===== config.mk =====
export PLATFORM = sky130hd
export DESIGN_NAME = rx_err_fifo
export DESIGN_NICKNAME = d
export VERILOG_FILES = /design/src/rtl/rxf_pkg.sv /design/src/rtl/rxf_store.sv /design/src/rtl/rxf_errcnt.sv /design/src/rtl/rxf_lsi.sv /design/src/rtl/rx_err_fifo.sv
export SDC_FILE = /design/constraint.sdc
export NUM_CORES = 1
export LEC_CHECK = 0
export BUFFER_PORTS_ARGS = -buffer_cell sky130_fd_sc_hd__buf_2
export CORE_ASPECT_RATIO = 0.5
export CORE_MARGIN = 2
export CORE_UTILIZATION = 50
export CTS_CLUSTER_SIZE = 10
export DETAILED_ROUTE_END_ITERATION = 6
export PLACE_DENSITY = 0.79
export SYNTH_ARGS = -nofsm -noshare
export SYNTH_HDL_FRONTEND = slang
export SYNTH_SLANG_ARGS = --single-unit

===== constraint.sdc =====
create_clock -name clk -period 3.2 [get_ports clk]
set_clock_uncertainty 0.2 [all_clocks]
set_input_delay 0 -clock clk [delete_from_list [all_inputs] [get_ports clk]]
set_output_delay 0 -clock clk [all_outputs]
set_load 0.01 [all_outputs]

===== src/rtl/rxf_pkg.sv =====
package rxf_pkg;
  typedef struct packed {
    logic [7:0] data;
    logic       par;
    logic       frm;
    logic       brk;
  } rxf_entry_t;

  function automatic logic [4:0] trig_level(input logic [1:0] sel);
    case (sel)
      2'd0:    trig_level = 5'd1;
      2'd1:    trig_level = 5'd4;
      2'd2:    trig_level = 5'd8;
      default: trig_level = 5'd14;
    endcase
  endfunction
endpackage


===== src/rtl/rxf_store.sv =====
module rxf_store #(
  parameter int DEPTH = 16,
  localparam int AW = $clog2(DEPTH),
  localparam int CW = AW + 1
) (
  input  logic                  clk,
  input  logic                  rst_n,
  input  logic                  flush,
  input  logic                  push,
  input  logic                  pop,
  input  rxf_pkg::rxf_entry_t   wr_ent,
  output rxf_pkg::rxf_entry_t   rd_ent,
  output logic [CW-1:0]         count
);
  rxf_pkg::rxf_entry_t mem [DEPTH];
  logic [AW-1:0] wr_ptr, rd_ptr;

  for (genvar i = 0; i < DEPTH; i++) begin : g_slot
    always_ff @(posedge clk) begin
      if (push && wr_ptr == AW'(i)) mem[i] <= wr_ent;
    end
  end

  assign rd_ent = mem[rd_ptr];

  always_ff @(posedge clk or negedge rst_n) begin
    if (!rst_n) begin
      wr_ptr <= '0;
      rd_ptr <= '0;
      count  <= '0;
    end else if (flush) begin
      wr_ptr <= '0;
      rd_ptr <= '0;
      count  <= '0;
    end else begin
      if (push) wr_ptr <= wr_ptr + 1'b1;
      if (pop)  rd_ptr <= rd_ptr + 1'b1;
      case ({push, pop})
        2'b10:   count <= count + 1'b1;
        2'b01:   count <= count - 1'b1;
        default: count <= count;
      endcase
    end
  end

  AST_NO_OVERFLOW: assert property (@(posedge clk) disable iff (!rst_n)
    count <= CW'(DEPTH));
  AST_FLUSH_EMPTIES: assert property (@(posedge clk) disable iff (!rst_n)
    flush |=> count == '0);
endmodule


===== src/rtl/rxf_errcnt.sv =====
module rxf_errcnt #(
  parameter int DEPTH = 16,
  localparam int CW = $clog2(DEPTH) + 1
) (
  input  logic          clk,
  input  logic          rst_n,
  input  logic          flush,
  input  logic          push,
  input  logic          push_err,
  input  logic          pop,
  input  logic          pop_err,
  input  logic [CW-1:0] count,
  output logic          err_any
);
  logic [CW-1:0] err_cnt;
  logic inc, dec;

  assign inc = push && push_err;
  assign dec = pop && pop_err;

  always_ff @(posedge clk or negedge rst_n) begin
    if (!rst_n)       err_cnt <= '0;
    else if (flush)   err_cnt <= '0;
    else if (inc && !dec) err_cnt <= err_cnt + 1'b1;
    else if (dec && !inc) err_cnt <= err_cnt - 1'b1;
  end

  assign err_any = err_cnt != '0;

  AST_ERRCNT_BOUND: assert property (@(posedge clk) disable iff (!rst_n)
    err_cnt <= count);
endmodule


===== src/rtl/rxf_lsi.sv =====
module rxf_lsi (
  input  logic clk,
  input  logic rst_n,
  input  logic flush,
  input  logic empty,
  input  logic pop,
  input  logic head_err,
  input  logic lsr_rd,
  input  logic lsr_ie,
  input  logic ovr_evt,
  output logic overrun,
  output logic ls_irq
);
  logic hold;

  always_ff @(posedge clk or negedge rst_n) begin
    if (!rst_n)                       hold <= 1'b0;
    else if (flush || pop || empty)   hold <= 1'b0;
    else if (lsr_rd)                  hold <= 1'b1;
  end

  always_ff @(posedge clk or negedge rst_n) begin
    if (!rst_n)       overrun <= 1'b0;
    else if (ovr_evt) overrun <= 1'b1;
    else if (lsr_rd)  overrun <= 1'b0;
  end

  assign ls_irq = lsr_ie && head_err && !hold && !flush;

  AST_RD_CLEARS: assert property (@(posedge clk) disable iff (!rst_n)
    (lsr_rd && !pop && !empty) |=> !ls_irq);
  AST_OVR_CLEAR: assert property (@(posedge clk) disable iff (!rst_n)
    (lsr_rd && !ovr_evt) |=> !overrun);
endmodule


===== src/rtl/rx_err_fifo.sv =====
module rx_err_fifo #(
  parameter int DEPTH = 16,
  localparam int CW = $clog2(DEPTH) + 1
) (
  input  logic       clk,
  input  logic       rst_n,
  input  logic       in_valid,
  output logic       in_ready,
  input  logic [7:0] in_data,
  input  logic       in_par_err,
  input  logic       in_frm_err,
  input  logic       in_brk,
  output logic       out_valid,
  input  logic       out_ready,
  output logic [7:0] out_data,
  output logic       head_par,
  output logic       head_frm,
  output logic       head_brk,
  output logic       err_any,
  output logic       overrun,
  input  logic       lsr_rd,
  input  logic       lsr_ie,
  output logic       ls_irq,
  input  logic [1:0] trig_sel,
  output logic       data_irq,
  input  logic       flush
);
  rxf_pkg::rxf_entry_t wr_ent, rd_ent;
  logic [CW-1:0] count;
  logic push, pop, full, empty, head_err, ovr_evt;

  assign full      = count == CW'(DEPTH);
  assign empty     = count == '0;
  assign in_ready  = !full;
  assign out_valid = !empty;
  assign push      = in_valid && !full && !flush;
  assign pop       = out_valid && out_ready && !flush;
  assign ovr_evt   = in_valid && full && !flush;

  assign wr_ent = '{data: in_data, par: in_par_err, frm: in_frm_err, brk: in_brk};

  assign out_data = rd_ent.data;
  assign head_par = out_valid && rd_ent.par;
  assign head_frm = out_valid && rd_ent.frm;
  assign head_brk = out_valid && rd_ent.brk;
  assign head_err = head_par || head_frm || head_brk;

  assign data_irq = count >= CW'(rxf_pkg::trig_level(trig_sel));

  rxf_store #(.DEPTH(DEPTH)) u_store (
    .clk(clk), .rst_n(rst_n), .flush(flush), .push(push), .pop(pop),
    .wr_ent(wr_ent), .rd_ent(rd_ent), .count(count)
  );

  rxf_errcnt #(.DEPTH(DEPTH)) u_errcnt (
    .clk(clk), .rst_n(rst_n), .flush(flush),
    .push(push), .push_err(in_par_err || in_frm_err || in_brk),
    .pop(pop), .pop_err(head_err), .count(count), .err_any(err_any)
  );

  rxf_lsi u_lsi (
    .clk(clk), .rst_n(rst_n), .flush(flush), .empty(empty), .pop(pop),
    .head_err(head_err), .lsr_rd(lsr_rd), .lsr_ie(lsr_ie),
    .ovr_evt(ovr_evt), .overrun(overrun), .ls_irq(ls_irq)
  );

  AST_OVR_SET: assert property (@(posedge clk) disable iff (!rst_n)
    (in_valid && !in_ready && !flush) |=> overrun);
  AST_EMPTY_CLEAN: assert property (@(posedge clk) disable iff (!rst_n)
    !out_valid |-> !err_any);
endmodule


=== Yosys cells after proc, flatten, opt, wreduce, memory -nomap -nowiden ===
Memories as Yosys holds them, arrays and structs flattened.
Index checks and enable logic that the tools add are counted.

* RAM bits: 176
* Bits in registers: 20
* Input port bits: 20
* Memories kept: 1
* Logic and storage cells: 194

* Equality and inequality tests: 20
* Reduce and logical (&&, ||, !) cells: 69
* Add/sub/neg operators: 6
* $lt $le $gt $ge: 1
* Mux-type cells: 91

{| class="wikitable"
|+ Memories
! name !! depth !! bits a word !! rd ports !! clocked after Yosys merged registers in !! wr ports !! line !! source
|-
| u_store.mem || 16 || 11 || 1 || 0 || 1 || rxf_store.sv:15 || <nowiki>rxf_pkg::rxf_entry_t mem [DEPTH];</nowiki>
|}

{| class="wikitable"
|+ Operator list
! cell !! count
|-
| $mux 11 || 15
|-
| $reduce_or 11->1 || 15
|-
| $mux 4 || 19
|-
| $mux 1 || 51
|-
| $eq 4x4->1 const B || 8
|-
| $logic_and 1x1->1 || 32
|-
| $mux 5 || 4
|-
| $eq 4x3->1 const B || 4
|-
| $pmux 4 s3 || 1
|-
| $add 5x1->5 const B || 2
|-
| $pmux 5 s2 || 1
|-
| $sub 5x1->5 const B || 2
|-
| $add 4x1->4 const B || 2
|-
| $eq 4x2->1 const B || 2
|-
| $reduce_bool 2->1 || 4
|-
| $logic_not 1->1 || 6
|-
| $logic_or 1x1->1 || 6
|-
| $reduce_bool 3->1 || 2
|-
| $eq 5x5->1 const B || 1
|-
| $ge 5x5->1 || 1
|-
| $logic_not 5->1 || 1
|-
| $reduce_bool 5->1 || 1
|-
| $eq 2x1->1 const B || 2
|-
| $eq 2x2->1 const B || 2
|-
| 3 further kinds || 3
|}

=== Depth between registers and ports, before layout ===
* Depth after elaboration: 23
* Mapped depth: 15
* Gate-level depth less buffers: 13

=== Cells and area by module ===
Synthesis repeated with hierarchy kept, for this count alone.

* Cell total of the unflattened synthesis: 430
* Area total of the unflattened synthesis: 8235.4 µm²

{| class="wikitable"
|+ By module, submodules not included
! module !! instances !! cells an instance !! area an instance (µm²) !! seq. area each (µm²)
|-
| rxf_store || 1 || 351 || 7541.0 || 5610.4
|-
| rxf_errcnt || 1 || 42 || 401.6 || 125.1
|-
| rx_err_fifo || 1 || 29 || 206.4 || 0.0
|-
| rxf_lsi || 1 || 8 || 86.3 || 50.0
|}

=== Least setup slack after synthesis ===
No wires, ideal clock.

* Path type: reg-to-reg
* Start point: reg u_store.rd_ptr[0]
* End point: reg u_errcnt.err_cnt[4]
* Clock period less this slack: 3614 ps
* Setup slack: -414 ps
* Data required time: 2872 ps
* Arrival: 3286 ps
* Cell stages (with the launch flop): 15
* Cells stage by stage: dfrtp_1 > buf_6 > mux4_2 > mux2_4 > nand3_2 > o31ai_4 > o21ai_4 > nand2_1 > fa_1 > a21o_1 > a21oi_1 > or3_1 > nor3_1 > a211oi_2 > mux2_1

* Word-level cells in the longest chain between the ends: 9

{| class="wikitable"
|+ Ends and longest elaborated chain
! what !! line !! source
|-
| start: declaration || rxf_store.sv:16 || <nowiki>logic [AW-1:0] wr_ptr, rd_ptr;</nowiki>
|-
| start signal: assignment || rxf_store.sv:37 || <nowiki>if (pop) rd_ptr <= rd_ptr + 1'b1;</nowiki>
|-
| $mem_v2 16x11 (*) || -- ||
|-
| $logic_and 1x1->1 (*) || rx_err_fifo.sv:44 || <nowiki>assign head_frm = out_valid && rd_ent.frm;</nowiki>
|-
| net head_frm || rx_err_fifo.sv:17 || <nowiki>output logic head_frm,</nowiki>
|-
| $logic_or 1x1->1 (*) (2 in series) || rx_err_fifo.sv:46 || <nowiki>assign head_err = head_par || head_frm || head_brk;</nowiki>
|-
| $logic_and 1x1->1 (*) || rxf_errcnt.sv:19 || <nowiki>assign dec = pop && pop_err;</nowiki>
|-
| $logic_not 1->1 || rxf_errcnt.sv:24 || <nowiki>else if (inc && !dec) err_cnt <= err_cnt + 1'b1;</nowiki>
|-
| $logic_and 1x1->1 || rxf_errcnt.sv:24 ||
|-
| $mux 5 || rxf_errcnt.sv:24 ||
|-
| $mux 5 || rxf_errcnt.sv:23 || <nowiki>else if (flush) err_cnt <= '0;</nowiki>
|-
| end signal: assignment || rxf_errcnt.sv:24 ||
|-
| end signal: assignment || rxf_errcnt.sv:25 || <nowiki>else if (dec && !inc) err_cnt <= err_cnt - 1'b1;</nowiki>
|-
| end: declaration || rxf_errcnt.sv:15 || <nowiki>logic [CW-1:0] err_cnt;</nowiki>
|}

The timed path passes the listed nets; every way through them passes the cells marked *.
A chain may end at the register's enable or synchronous reset.

=== Worst setup path after layout ===
* Start point: reg u_store.count[0]
* End point: reg u_errcnt.err_cnt[4]

* Word-level cells in the longest chain between the ends: 10

{| class="wikitable"
|+ Ends and longest elaborated chain
! what !! line !! source
|-
| start: declaration || rxf_store.sv:13 || <nowiki>output logic [CW-1:0] count</nowiki>
|-
| start signal: assignment || rxf_store.sv:39 || <nowiki>2'b10: count <= count + 1'b1;</nowiki>
|-
| start signal: assignment || rxf_store.sv:40 || <nowiki>2'b01: count <= count - 1'b1;</nowiki>
|-
| start signal: assignment || rxf_store.sv:41 || <nowiki>default: count <= count;</nowiki>
|-
| $logic_not 5->1 || rx_err_fifo.sv:33 || <nowiki>assign empty = count == '0;</nowiki>
|-
| $logic_not 1->1 || rx_err_fifo.sv:35 || <nowiki>assign out_valid = !empty;</nowiki>
|-
| $logic_and 1x1->1, on equally long branches || rx_err_fifo.sv:43, rx_err_fifo.sv:44 ||
|-
| $logic_or 1x1->1 (2 in series) || rx_err_fifo.sv:46 ||
|-
| $logic_and 1x1->1 || rxf_errcnt.sv:19 ||
|-
| $logic_not 1->1 || rxf_errcnt.sv:24 ||
|-
| $logic_and 1x1->1 || rxf_errcnt.sv:24 ||
|-
| $mux 5 || rxf_errcnt.sv:24 ||
|-
| $mux 5 || rxf_errcnt.sv:23 ||
|}

Several ways; a longest one is shown, not always the timed one.

==> run_results.csv <==
group,metric,value,unit
run_status,outcome,"finished with violations",
run_status,violations,"setup timing",
final_layout,area_growth,22.8,%
synth,avgSynthCellArea,16.0,um^2
power_and_ir_drop,p_int,5.14,mW
synth,seq_area_frac_synth,69.3,%
worst_setup_path,path_cells,"or3_4 -> or3_4 -> nand4_1 -> o211ai_2 -> o21ai_4 -> nand2_2 -> fa_2 -> a21o_1 -> a21oi_2 -> or3_4 -> nor2_2 -> a211oi_2 -> mux2_1",
timing,whs,0.120,ns
worst_setup_path,startpoint_type,"flip-flop",
final_layout,finalNetCount,687,
drt,drt_iter0_markers,609,
drt,wire_per_inst,20.5,um
timing,setup_viol,3,
clocking,cts_tree,"yes",
placement,dp_slack,-0.394,ns
placement,place_inst,824,
final_layout,instances_no_fill,889,
placement,port_buffers,36,
floorplan,core_region_area,0.0164,mm^2
synth,yosysWarnings,0,
synth,synthDistinctLibCells,47,
worst_setup_path,crit_required,3.33,ns
final_layout,drive_gt1_share,31.6,%
worst_setup_path,slowest_delay,0.38,ns
synth,synth_nets,561,
final_layout,n_fill_cell,1132,
worst_setup_path,crit_top_cell,"or3_4",
timing,hold_violations,0,
final_layout,diodes,0,
global_routing,grt_pass1_wl,27900,um
worst_setup_path,critPathCaptureType,"flip-flop",
synth,syn-cell-area,0.00835,mm^2
final_layout,utilization,62.7,%
placement,place_area,0.00921,mm^2
power_and_ir_drop,finalPower,7.46,mW
drt,via_per_inst,5.67,
global_routing,grt_max_degree,49,
synth,ys_seq_elements,196,
drt,drtPass1Iterations,5,
timing,slew_headroom,19.8,%
global_routing,grt_pass1_vias,5054,
clocking,clkTransAtPathRegs,0.08,ns
global_routing,overflow,0,
floorplan,initial_core_util,51.1,%
timing,fin_crit,3.46,ns
power_and_ir_drop,vdd_drop_max,428,uV
floorplan,row_count,33,
global_routing,grt_usage,21.3,%
power_and_ir_drop,p_clk_share,30.5,%
power_and_ir_drop,p_switching,2.33,mW
synth,ys.flop_type,"edfxtp_1",
drt,drc,0,
synth,yosysTopAreaCell,"edfxtp_1",
timing,layout_setup_ws,-0.259,ns
flow_run,maxCapViolCount,0,
placement,post-dp-hpwl,11700,um
placement,place_congestion,0.829,
clocking,numCtsBuffers,17,
timing,rsz0062_at_grt,"true",
synth,synth_edf_count,176,
power_and_ir_drop,swShare,31.2,%
clocking,clockRootBuffer,"clkbuf_16",
floorplan,die-area,0.0178,mm^2
timing,timing.setup.tns,-0.437,ns
worst_setup_path,slowest_stage,"dfrtp_1",
power_and_ir_drop,combPwrFrac,29.9,%
clocking,cts_sinks,196,
floorplan,io_pins,37,
worst_setup_path,worstPathArrival,3.58,ns
global_routing,antenna_found_initial,0,
power_and_ir_drop,leakage,3.71,nW
power_and_ir_drop,seqPwrFrac,39.6,%
drt,final_antenna_net_count,0,
worst_setup_path,critPathMaxFanout,5,
timing,slew_viol_final,0,
timing,min_period_over_period,108,%
timing,max_freq,289,MHz
clocking,h-tree-depth,4,
floorplan,chipWidth,187,um
floorplan,die_height,95.4,um
timing,worstMarginPinSlew,1.20,ns
synth,async_flop_share,10.2,%
final_layout,post-route-cell-area,0.0103,mm^2
synth,synthTopCellsByArea,"edfxtp_1 (63%), dfrtp_1 (6.0%), mux2i_1 (5.6%), mux4_2 (4.9%), ha_1 (2.4%)",
synth,netlist.area_leader.share,63.3,%
synth,syn_inst,523,
power_and_ir_drop,power_density,728,mW/mm^2
drt,via_count,5041,
min_path,hold_path.class,"in2out",
clocking,worstSkewPairLatency,0.43,ns
drt,totalWireLength,18300,um
clocking,clock_path_buffers,2,
worst_setup_path,worstSetupPathType,"reg2reg",
==> cell usage after synthesis (2+ instances only) <==
cell type and instances:
ha_1 16, and2_1 4, mux2i_1 47, edfxtp_1 176
buf_4 3, nor2b_1 8, nand2b_1 6, clkbuf_1 16
nor3_1 8, nor2_1 35, dfrtp_1 20, a21o_1 3
a22oi_1 17, nand2_1 32, mux2_1 4, fa_1 2
and3_1 2, a221oi_1 8, mux4_2 18, a22o_1 2
o21ai_0 19, xnor2_1 7, buf_6 2, buf_2 3
inv_1 10, nand3_1 5, or3_1 3, nand4_1 3
xor2_1 4, a21oi_1 17, mux2_2 7
==> power groups by stage <==
stage	Combinational, mW	Clock (mW)	Sequential, mW
CTS	2.13	2.31	2.96
detailed placement	2.06	0	3.01
floorplan	1.37	0	3.00
global placement	2.00	0	3.00
finish	2.23	2.28	2.95
global route	2.42	2.42	2.97
==> path summary, 6_finish.rpt <==
| path | start | endpoint | slack, ns | cells after the start |
|---|---|---|---|---|
| max in group asynchronous | rst_n | u_store.rd_ptr[0] | 1.63 | 3 |
| max | u_store.count[0] | u_errcnt.err_cnt[4] | -0.26 | 13 |
| max reg2reg | u_store.count[0] | u_errcnt.err_cnt[4] | -0.26 | 13 |
| min | lsr_ie | ls_irq | 0.12 | 3 |
| min reg2reg | u_lsi.hold | u_lsi.hold | 0.31 | 1 |
| min in group asynchronous | rst_n | u_store.rd_ptr[3] | 0.55 | 3 |
==> metal layers <==
layer	wire, um	track usage [%]
met5	0	0
met4	335	6.42
met3	1200	4.90
met2	9040	37.1
met1	7690	27.3
==> layout by cell type, fill, tap and decap left out, drive strengths merged, types with 12 or more instances in the layout <==
| cell type | instances |
|---|---|
| edfxtp | 176 |
| buf | 113 |
| mux2i | 47 |
| nor2 | 35 |
| nand2 | 32 |
| inv | 23 |
| dfrtp | 20 |
| o21ai | 20 |
| dlygate4sd3 | 19 |
| mux4 | 18 |
| a22oi | 17 |
| clkbuf | 17 |
| a21oi | 17 |
| ha | 16 |
| mux2 | 12 |
==> logic make-up (layout without fill, tap and decap cells) <==
kind of cell	after synthesis	in the layout	synth area share (%)
buf+inv	35	174	1.93
compound gates	73	73	6.07
mux	77	77	12.1
flops	196	196	69.3
simple gates	112	112	6.37
fa+ha+maj	18	18	2.88
xor+xnor	12	12	1.35
==> flip-flops by register name, indices dropped and copies added (netlist names) <==
signal,cells
u_store.mem,176
u_lsi.hold,1
u_store.wr_ptr,4
u_errcnt.err_cnt,5
u_store.rd_ptr,4
u_lsi.overrun,1
u_store.count,5
==> critical path: cells and delay by family, from the launching register on <==
kind / cells / cell delay, ns
AO/OA/AOI/OAI: 5 / 0.85
flip-flops: 1 / 0.38
AND/OR/NAND/NOR: 6 / 1.21
multiplexers: 1 / 0.33
adder cells (fa/ha/maj): 1 / 0.36
==> cell type report <==
class	count	area, um^2	area share [%]
tap	227	284	2.77
multi-input combinational	292	2530	24.7
timing repair buffer	132	968	9.44
clock inverter	15	221	2.16
inverter	10	37.5	0.366
sequential	196	5790	56.4
clock buffer	17	425	4.15
==> timing repair <==
item                       CTS  global route
setup buffers               10             4
hold endpoints to repair   215             0
hold buffers                19             0
pin swaps                    2             8
gates resized for setup      9            16
setup endpoints to repair    4             5
(Power assumes the default switching activity.)
